## config.mk

```make
export PLATFORM = sky130hd
export DESIGN_NAME = sdram_burst_colgen
export DESIGN_NICKNAME = d
export VERILOG_FILES = /design/src/rtl/colgen_pkg.sv /design/src/rtl/colgen_ctrl.sv /design/src/rtl/colgen_addr.sv /design/src/rtl/sdram_burst_colgen.sv
export SDC_FILE = /design/constraint.sdc
export NUM_CORES = 1
export LEC_CHECK = 0
export BUFFER_PORTS_ARGS = -buffer_cell sky130_fd_sc_hd__buf_4
export CORE_MARGIN = 1.5
export CORE_UTILIZATION = 50
export CTS_CLUSTER_DIAMETER = 60
export DETAILED_ROUTE_END_ITERATION = 10
export GPL_TIMING_DRIVEN = 0
export PLACE_DENSITY_LB_ADDON = 0.05
export SYNTH_ARGS = -nofsm -noshare
export SYNTH_HDL_FRONTEND = slang
export SYNTH_HIERARCHICAL = 1
export SYNTH_SLANG_ARGS = --single-unit
```

## constraint.sdc

```tcl
create_clock -name clk -period 2.15 [get_ports clk]
set_clock_uncertainty 0.15 [all_clocks]
set_input_delay 0.1075 -clock clk [delete_from_list [all_inputs] [get_ports clk]]
set_output_delay 0.1075 -clock clk [all_outputs]
set_load 0.1 [all_outputs]
```

## src/rtl/colgen_pkg.sv

```systemverilog
package colgen_pkg;

  // Column width for a given device data width
  function automatic int colWidthFor(int dqWidth);
    return (dqWidth == 16) ? 8 : ((dqWidth == 8) ? 9 : 10);
  endfunction

  // Strobes from the control to the address datapath
  typedef struct packed {
    logic       load;       // capture a new start column and mode
    logic       advance;    // step to the next beat
    logic       interleave; // wrap order for the new burst
    logic       fullPage;   // new burst spans the whole page
    logic [1:0] lenLog;     // log2 of the bounded burst length
  } stepCtrl_t;

endpackage

```

## src/rtl/colgen_ctrl.sv

```systemverilog
module colgen_ctrl
  import colgen_pkg::*;
(
  input  logic       clk,
  input  logic       rstN,
  input  logic       cmdValid,
  input  logic       cmdWrite,
  input  logic [2:0] cfgBurstLen,
  input  logic       cfgInterleave,
  input  logic       cfgSingleWrite,
  output stepCtrl_t  strobe,
  output logic       burstActive,
  output logic       lastBeat
);

  logic       active;
  logic       fullReg;
  logic [2:0] remain;

  logic [1:0] lenLogD;
  logic       fullD;
  logic [2:0] remainD;

  // Decode the length of the incoming command
  always_comb begin
    lenLogD = 2'd0;
    fullD   = 1'b0;
    if (!(cmdWrite && cfgSingleWrite)) begin
      case (cfgBurstLen)
        3'b001:  lenLogD = 2'd1;
        3'b010:  lenLogD = 2'd2;
        3'b011:  lenLogD = 2'd3;
        3'b111:  fullD   = 1'b1;
        default: lenLogD = 2'd0;
      endcase
    end
    case (lenLogD)
      2'd1:    remainD = 3'd1;
      2'd2:    remainD = 3'd3;
      2'd3:    remainD = 3'd7;
      default: remainD = 3'd0;
    endcase
  end

  always_ff @(posedge clk) begin
    if (!rstN) begin
      active  <= 1'b0;
      fullReg <= 1'b0;
      remain  <= 3'd0;
    end else if (cmdValid) begin
      active  <= 1'b1;
      fullReg <= fullD;
      remain  <= remainD;
    end else if (active && !fullReg) begin
      if (remain == 3'd0) active <= 1'b0;
      else                remain <= remain - 3'd1;
    end
  end

  always_comb begin
    strobe.load       = cmdValid;
    strobe.advance    = !cmdValid && active && (fullReg || (remain != 3'd0));
    strobe.interleave = cfgInterleave;
    strobe.fullPage   = fullD;
    strobe.lenLog     = lenLogD;
  end

  assign burstActive = active;
  assign lastBeat    = active && !fullReg && (remain == 3'd0);

endmodule

```

## src/rtl/colgen_addr.sv

```systemverilog
module colgen_addr
  import colgen_pkg::*;
#(
  parameter int COL_W = 10
) (
  input  logic             clk,
  input  logic             rstN,
  input  stepCtrl_t        strobe,
  input  logic [COL_W-1:0] cmdCol,
  output logic [COL_W-1:0] colOut
);

  logic [COL_W-1:0] startCol;
  logic [COL_W-1:0] offset;
  logic             ilvReg;
  logic             fullReg;
  logic [1:0]       lenLogReg;

  logic [COL_W-1:0] lowMask;
  logic [COL_W-1:0] seqCol;
  logic [COL_W-1:0] ilvCol;
  logic [COL_W-1:0] picked;

  always_ff @(posedge clk) begin
    if (!rstN) begin
      startCol  <= '0;
      offset    <= '0;
      ilvReg    <= 1'b0;
      fullReg   <= 1'b0;
      lenLogReg <= 2'd0;
    end else if (strobe.load) begin
      startCol  <= cmdCol;
      offset    <= '0;
      ilvReg    <= strobe.interleave;
      fullReg   <= strobe.fullPage;
      lenLogReg <= strobe.lenLog;
    end else if (strobe.advance) begin
      offset    <= offset + 1'b1;
    end
  end

  always_comb begin
    if (fullReg) lowMask = '1;
    else begin
      case (lenLogReg)
        2'd1:    lowMask = COL_W'(3'd1);
        2'd2:    lowMask = COL_W'(3'd3);
        2'd3:    lowMask = COL_W'(3'd7);
        default: lowMask = '0;
      endcase
    end
    seqCol = startCol + offset;
    ilvCol = startCol ^ offset;
    picked = (ilvReg && !fullReg) ? ilvCol : seqCol;
    colOut = (startCol & ~lowMask) | (picked & lowMask);
  end

endmodule

```

## src/rtl/sdram_burst_colgen.sv

```systemverilog
module sdram_burst_colgen
  import colgen_pkg::*;
#(
  parameter int DQ_WIDTH = 4,
  localparam int COL_W = colWidthFor(DQ_WIDTH)
) (
  input  logic             clk,
  input  logic             rstN,
  input  logic             cmdValid,
  input  logic             cmdWrite,
  input  logic [COL_W-1:0] cmdCol,
  input  logic [2:0]       cfgBurstLen,
  input  logic             cfgInterleave,
  input  logic             cfgSingleWrite,
  output logic [COL_W-1:0] colOut,
  output logic             burstActive,
  output logic             lastBeat
);

  stepCtrl_t strobe;

  colgen_ctrl ctrl_i (
    .clk            (clk),
    .rstN           (rstN),
    .cmdValid       (cmdValid),
    .cmdWrite       (cmdWrite),
    .cfgBurstLen    (cfgBurstLen),
    .cfgInterleave  (cfgInterleave),
    .cfgSingleWrite (cfgSingleWrite),
    .strobe         (strobe),
    .burstActive    (burstActive),
    .lastBeat       (lastBeat)
  );

  colgen_addr #(.COL_W(COL_W)) addr_i (
    .clk    (clk),
    .rstN   (rstN),
    .strobe (strobe),
    .cmdCol (cmdCol),
    .colOut (colOut)
  );

endmodule

```

# Yosys cells after proc, flatten, opt, wreduce, memory -nomap -nowiden
# Cells that the tools add are included.
# word_totals
word_cells,57
in_bits,19
regBits,28
output_inout_bits,12
# op_classes
muxes,14
addsub,3
n_reduce_logical,16
eq_ne,11
n_bitwise,6
# ops
op,n
$and 10x10->10,2
$mux 10,2
$pmux 3 s3,2
$add 10x1->10 const B,1
$add 10x10->10,1
$not 10->10,1
$or 10x10->10,1
$xor 10x10->10,1
$mux 3,3
$eq 2x2->1 const B,4
$eq 3x2->1 const B,2
$logic_and 1x1->1,6
$pmux 2 s3,1
$mux 1,5
$eq 2x1->1 const B,2
$reduce_and 2->1,2
$reduce_bool 2->1,2
$eq 3x1->1 const B,1
$eq 3x3->1 const B,1
$logic_not 3->1,1
$reduce_bool 3->1,1
$sub 3x1->3 const B,1
$logic_not 1->1,2
$mux 2,1
other kinds (4),4

# Logic depth before layout (Yosys ltp)
# depth
word_depth,6
ltp_mapped,10
depth_no_buf,10

# Cells and area by module
# Netlist, hierarchy kept.
# modules_own_cells
module,area_per_inst_um2,cells_per_inst,seq_area_each_um2,n_inst
colgen_addr,1508.9,168,480.5,1
colgen_ctrl,367.9,44,100.1,1

# Worst setup path before layout
# No wires, ideal clock.
# synth_timing
path_type,flip-flop to output port
start,reg addr_i.offset[6]
end,out colOut[9]
arrival_ns,3.030
path_slack_ns,-1.137
stages_incl_launch_ff,6
required_ns,1.893
path_cell_list,dfxtp_1 > ha_1 > or4b_2 > a21oi_1 > o41ai_2 > xnor2_1
# synth_between
elab_chain_len,4
# synth_rtl
item,line,rtl
from (decl),colgen_addr.sv:14,logic [COL_W-1:0] offset;
from (signal assigned),colgen_addr.sv:38,offset <= offset + 1'b1;
$add 10x10->10,colgen_addr.sv:52,seqCol = startCol + offset;
$mux 10,colgen_addr.sv:54,picked = (ilvReg && !fullReg) ? ilvCol : seqCol;
$and 10x10->10,colgen_addr.sv:55,colOut = (startCol & ~lowMask) | (picked & lowMask);
$or 10x10->10,colgen_addr.sv:55,
to (decl),sdram_burst_colgen.sv:15,"output logic [COL_W-1:0] colOut,"
# Every way passes these cells.

# Worst setup path in the final report
# layout_timing
start,reg addr_i.offset[0]
end,out colOut[6]
# Same word-level chain as after synthesis.

==> reports/results.ini <==
[layout]
final_util_pct=76.9
instances_no_fill=323
finish.net_count=306
drive_above_1_share_pct=35.6
num_antenna_cells=0
final_cell_mix=buf_4, dfxtp_1, dlygate4sd3_1
area_growth_pct=48.9
layout_commonest_cell=buf_4

[routing]
routed-wl-met2_um=2340
wl_per_cell_um=13.9
vias=1703
drtAntennaViolNets=0
wl_met1_um=1930
via_per_inst=5.27
highest_layer=met4
drc=0
drtPass1Iterations=4
dr.first_iter.drc_count=70
wl_met3_um=148
wirelength_um=4490

[logic_synthesis]
synth_top_area_cell=dfxtp_1
muxShareOfSynthArea_pct=11.0
synth-compound-area-share_pct=16.1
synthSimpleGateAreaFrac_pct=22.5
synth_cell_types=50
synthAdderAreaFrac_pct=9.07
synth.area.top_cells=dfxtp_1, ha_1, mux2i_1, nor2b_1, nor2_1
synth_top_family_by_area=simple AND/OR/NAND/NOR gates
ys_seq_area_share_pct=30.9
syn_area_um2=1880
synth_flop_cell=dfxtp_1
synth-edff-count=0
synth_seq_cells=29
synth_nets=244
yosysTopAreaCellShare_pct=30.9
syn_inst=212
avgSynthCellArea_um2=8.85
synth-xor-area-share_pct=6.07
ys_warn_count=6
synthArstFlopShare_pct=0

[hold_path]
hold_path.class=input pin to flop
holdPathStages=4

[place]
port_buffers=28
hpwl_um=2880
dp.cells=288
place_congestion=0.780

[outcome]
outcome=complete, but fails checks
violations=negative setup slack

[timing]
setup_viol=7
timing.final.ws_setup_ns=-0.417
tightest_slew_ns=0.399
period_needed_ns=2.57
fmax_mhz=390
rsz0062_at_grt=true
fin_crit_sh_pct=119
slew_violations=0
slew-limit-headroom_pct=73.4
hold_violations=0

[global_route]
antenna_found_initial=0
grt_use_total_pct=23.9
overflow=0
grt_pass1_wl_um=7690
grt_pass1_vias=1653
grt_max_degree=11

[worst_setup_path]
endpoint=colOut[6]
critPathCaptureType=primary output
cp_slowest_cell=fa_2
crit_family=compound AO/OA/AOI/OAI gates
reg2reg_to=addr_i/offset[5]$_SDFFE_PP0P_
cpPeakStageDelay_ns=0.37
timing.setup.critical_path_class=flop to primary output
crit_path_start=addr_i/offset[0]$_SDFFE_PP0P_
cp_num_cells=8
ff2ff_path_depth=8
crit_chain=ha_4 > fa_2 > a21oi_4 > o21ai_2 > o21a_1 > or3_1 > a31o_2 > buf_12
cp.required_ns=1.89
reg2reg_setup_slack_ns=0.10
cp_num_buf_inv=1
cp-start-kind=flop
crit_fanout=2
worstPathArrival_ns=2.31
regToRegStartpoint=ctrl_i/remain[0]$_SDFFE_PN0P_

[clock_tree]
clk_path_buf_depth=2
clockRootBuffer=clkbuf_8
h-tree-depth=2
clock_latency_ns=0.28
tritoncts=built
clock_sinks=29
path_clk_slew_ns=0.06
cts_inserted_buffers=5

[power_and_ir_drop]
power.leakage_nw=1.16
p_per_area_nw_per_um2=504
ir_worst_vdd_v=0.000492

[floorplanning]
start_util_pct=51.7
die_y_um=64.3
die_width_um=64.3
fp-row-count=22
pin_count=31
coreArea_um2=3630
die_area_um2=4130

[job]
maxCapViolCount=0

-- where the power goes --
group	internal, mW	switching [mW]
Clock	0.224	0.214
Combinational	0.168	0.224
Sequential	0.556	0.0215
-- per-stage QoR --
| step | worst slack, ns | instance area [µm²] | total power, mW | hold slack [ns] | setup TNS, ns |
|---|---|---|---|---|---|
| 6_report | -0.417 | 2790 | 1.41 | 0.0600 | -2.07 |
| 5_1_grt | -0.513 | 2790 | 1.46 | 0.0794 | -2.60 |
| 4_1_cts | -0.455 | 2710 | 1.40 | 0.0499 | -1.98 |
| 3_5_place_dp | -0.484 | 2180 | 0.907 | 0.203 | -1.57 |
| 3_3_place_gp | -0.483 | 2180 | 0.906 | 0.198 | -1.52 |
| 2_1_floorplan | -0.500 | 1910 | 0.832 | 0.0857 | -1.03 |
-- per-layer routing --
| layer | GRT usage, % | up-vias |
|---|---|---|
| li1 | - | 880 |
| met1 | 28.6 | 776 |
| met2 | 41.9 | 37 |
| met3 | 5.63 | 10 |
| met4 | 7.98 | 0 |
| met5 | 0 | - |
-- layout make-up --
class,count,area [µm²]
Multi-Input combinational cell,167,1410
Fill cell,282,840
Sequential cell,29,602
Timing Repair Buffer,56,558
Clock buffer,6,72.6
Tap cell,48,60.1
Buffer,9,57.6
Inverter,6,22.5
Clock inverter,2,10.0
-- Yosys cell counts, types with 4 or more instances --
cell type  instances
nor3_1             6
o21ai_0            8
clkbuf_1           4
mux2_2             5
nand2_1            8
and3_1             5
nand2b_1           4
mux2i_1           15
xnor2_1            7
a21oi_1           12
dfxtp_1           29
nand4_1            4
xor2_1             6
nor2_1            19
nor2b_1           16
inv_1              5
ha_1              12
-- registers in the layout, summed over array words and instances, names as in the netlist --
signal,count
addr_i/lenLogReg,2
ctrl_i/remain,3
addr_i/ilvReg,1
addr_i/fullReg,1
addr_i/offset,10
addr_i/startCol,10
ctrl_i/fullReg,1
ctrl_i/burstActive,1
-- worst min-delay path by stage --
| stage | from | to | slack [ns] |
|---|---|---|---|
| 2_1_floorplan | rstN | addr_i/lenLogReg[1]$_SDFFE_PN0P_ | 0.09 |
| 3_3_place_gp | cmdValid | ctrl_i/remain[1]$_SDFFE_PN0P_ | 0.20 |
| 3_5_place_dp | cmdValid | ctrl_i/remain[1]$_SDFFE_PN0P_ | 0.20 |
| 4_1_cts | cfgBurstLen[2] | addr_i/lenLogReg[1]$_SDFFE_PN0P_ | 0.05 |
| 5_1_grt | cfgBurstLen[2] | addr_i/lenLogReg[1]$_SDFFE_PN0P_ | 0.08 |
| 6_report | cfgBurstLen[2] | addr_i/lenLogReg[1]$_SDFFE_PN0P_ | 0.06 |
-- cells by family (layout without fill, tap and decap cells) --
logic type | count (synthesis) | after routing
simple gates | 76 | 76
compound gates | 45 | 45
flops | 29 | 29
mux | 20 | 20
buf+inv | 16 | 79
fa+ha+maj | 13 | 13
xor+xnor | 13 | 13
-- what timing repair did --
item,4_1_cts,5_1_grt
pin swaps,20,11
endpoints found under the hold margin,17,0
setup endpoints to repair,11,10
gates resized for setup,54,12
hold buffers,17,0
setup buffers,7,4
-- worst min-delay path, delay by kind of cell --
kind                   cells  cell delay (ns)
buffers and inverters      1             0.11
and+or+nand+nor            2             0.11
muxes                      1             0.13
(Power assumes the default switching activity.)
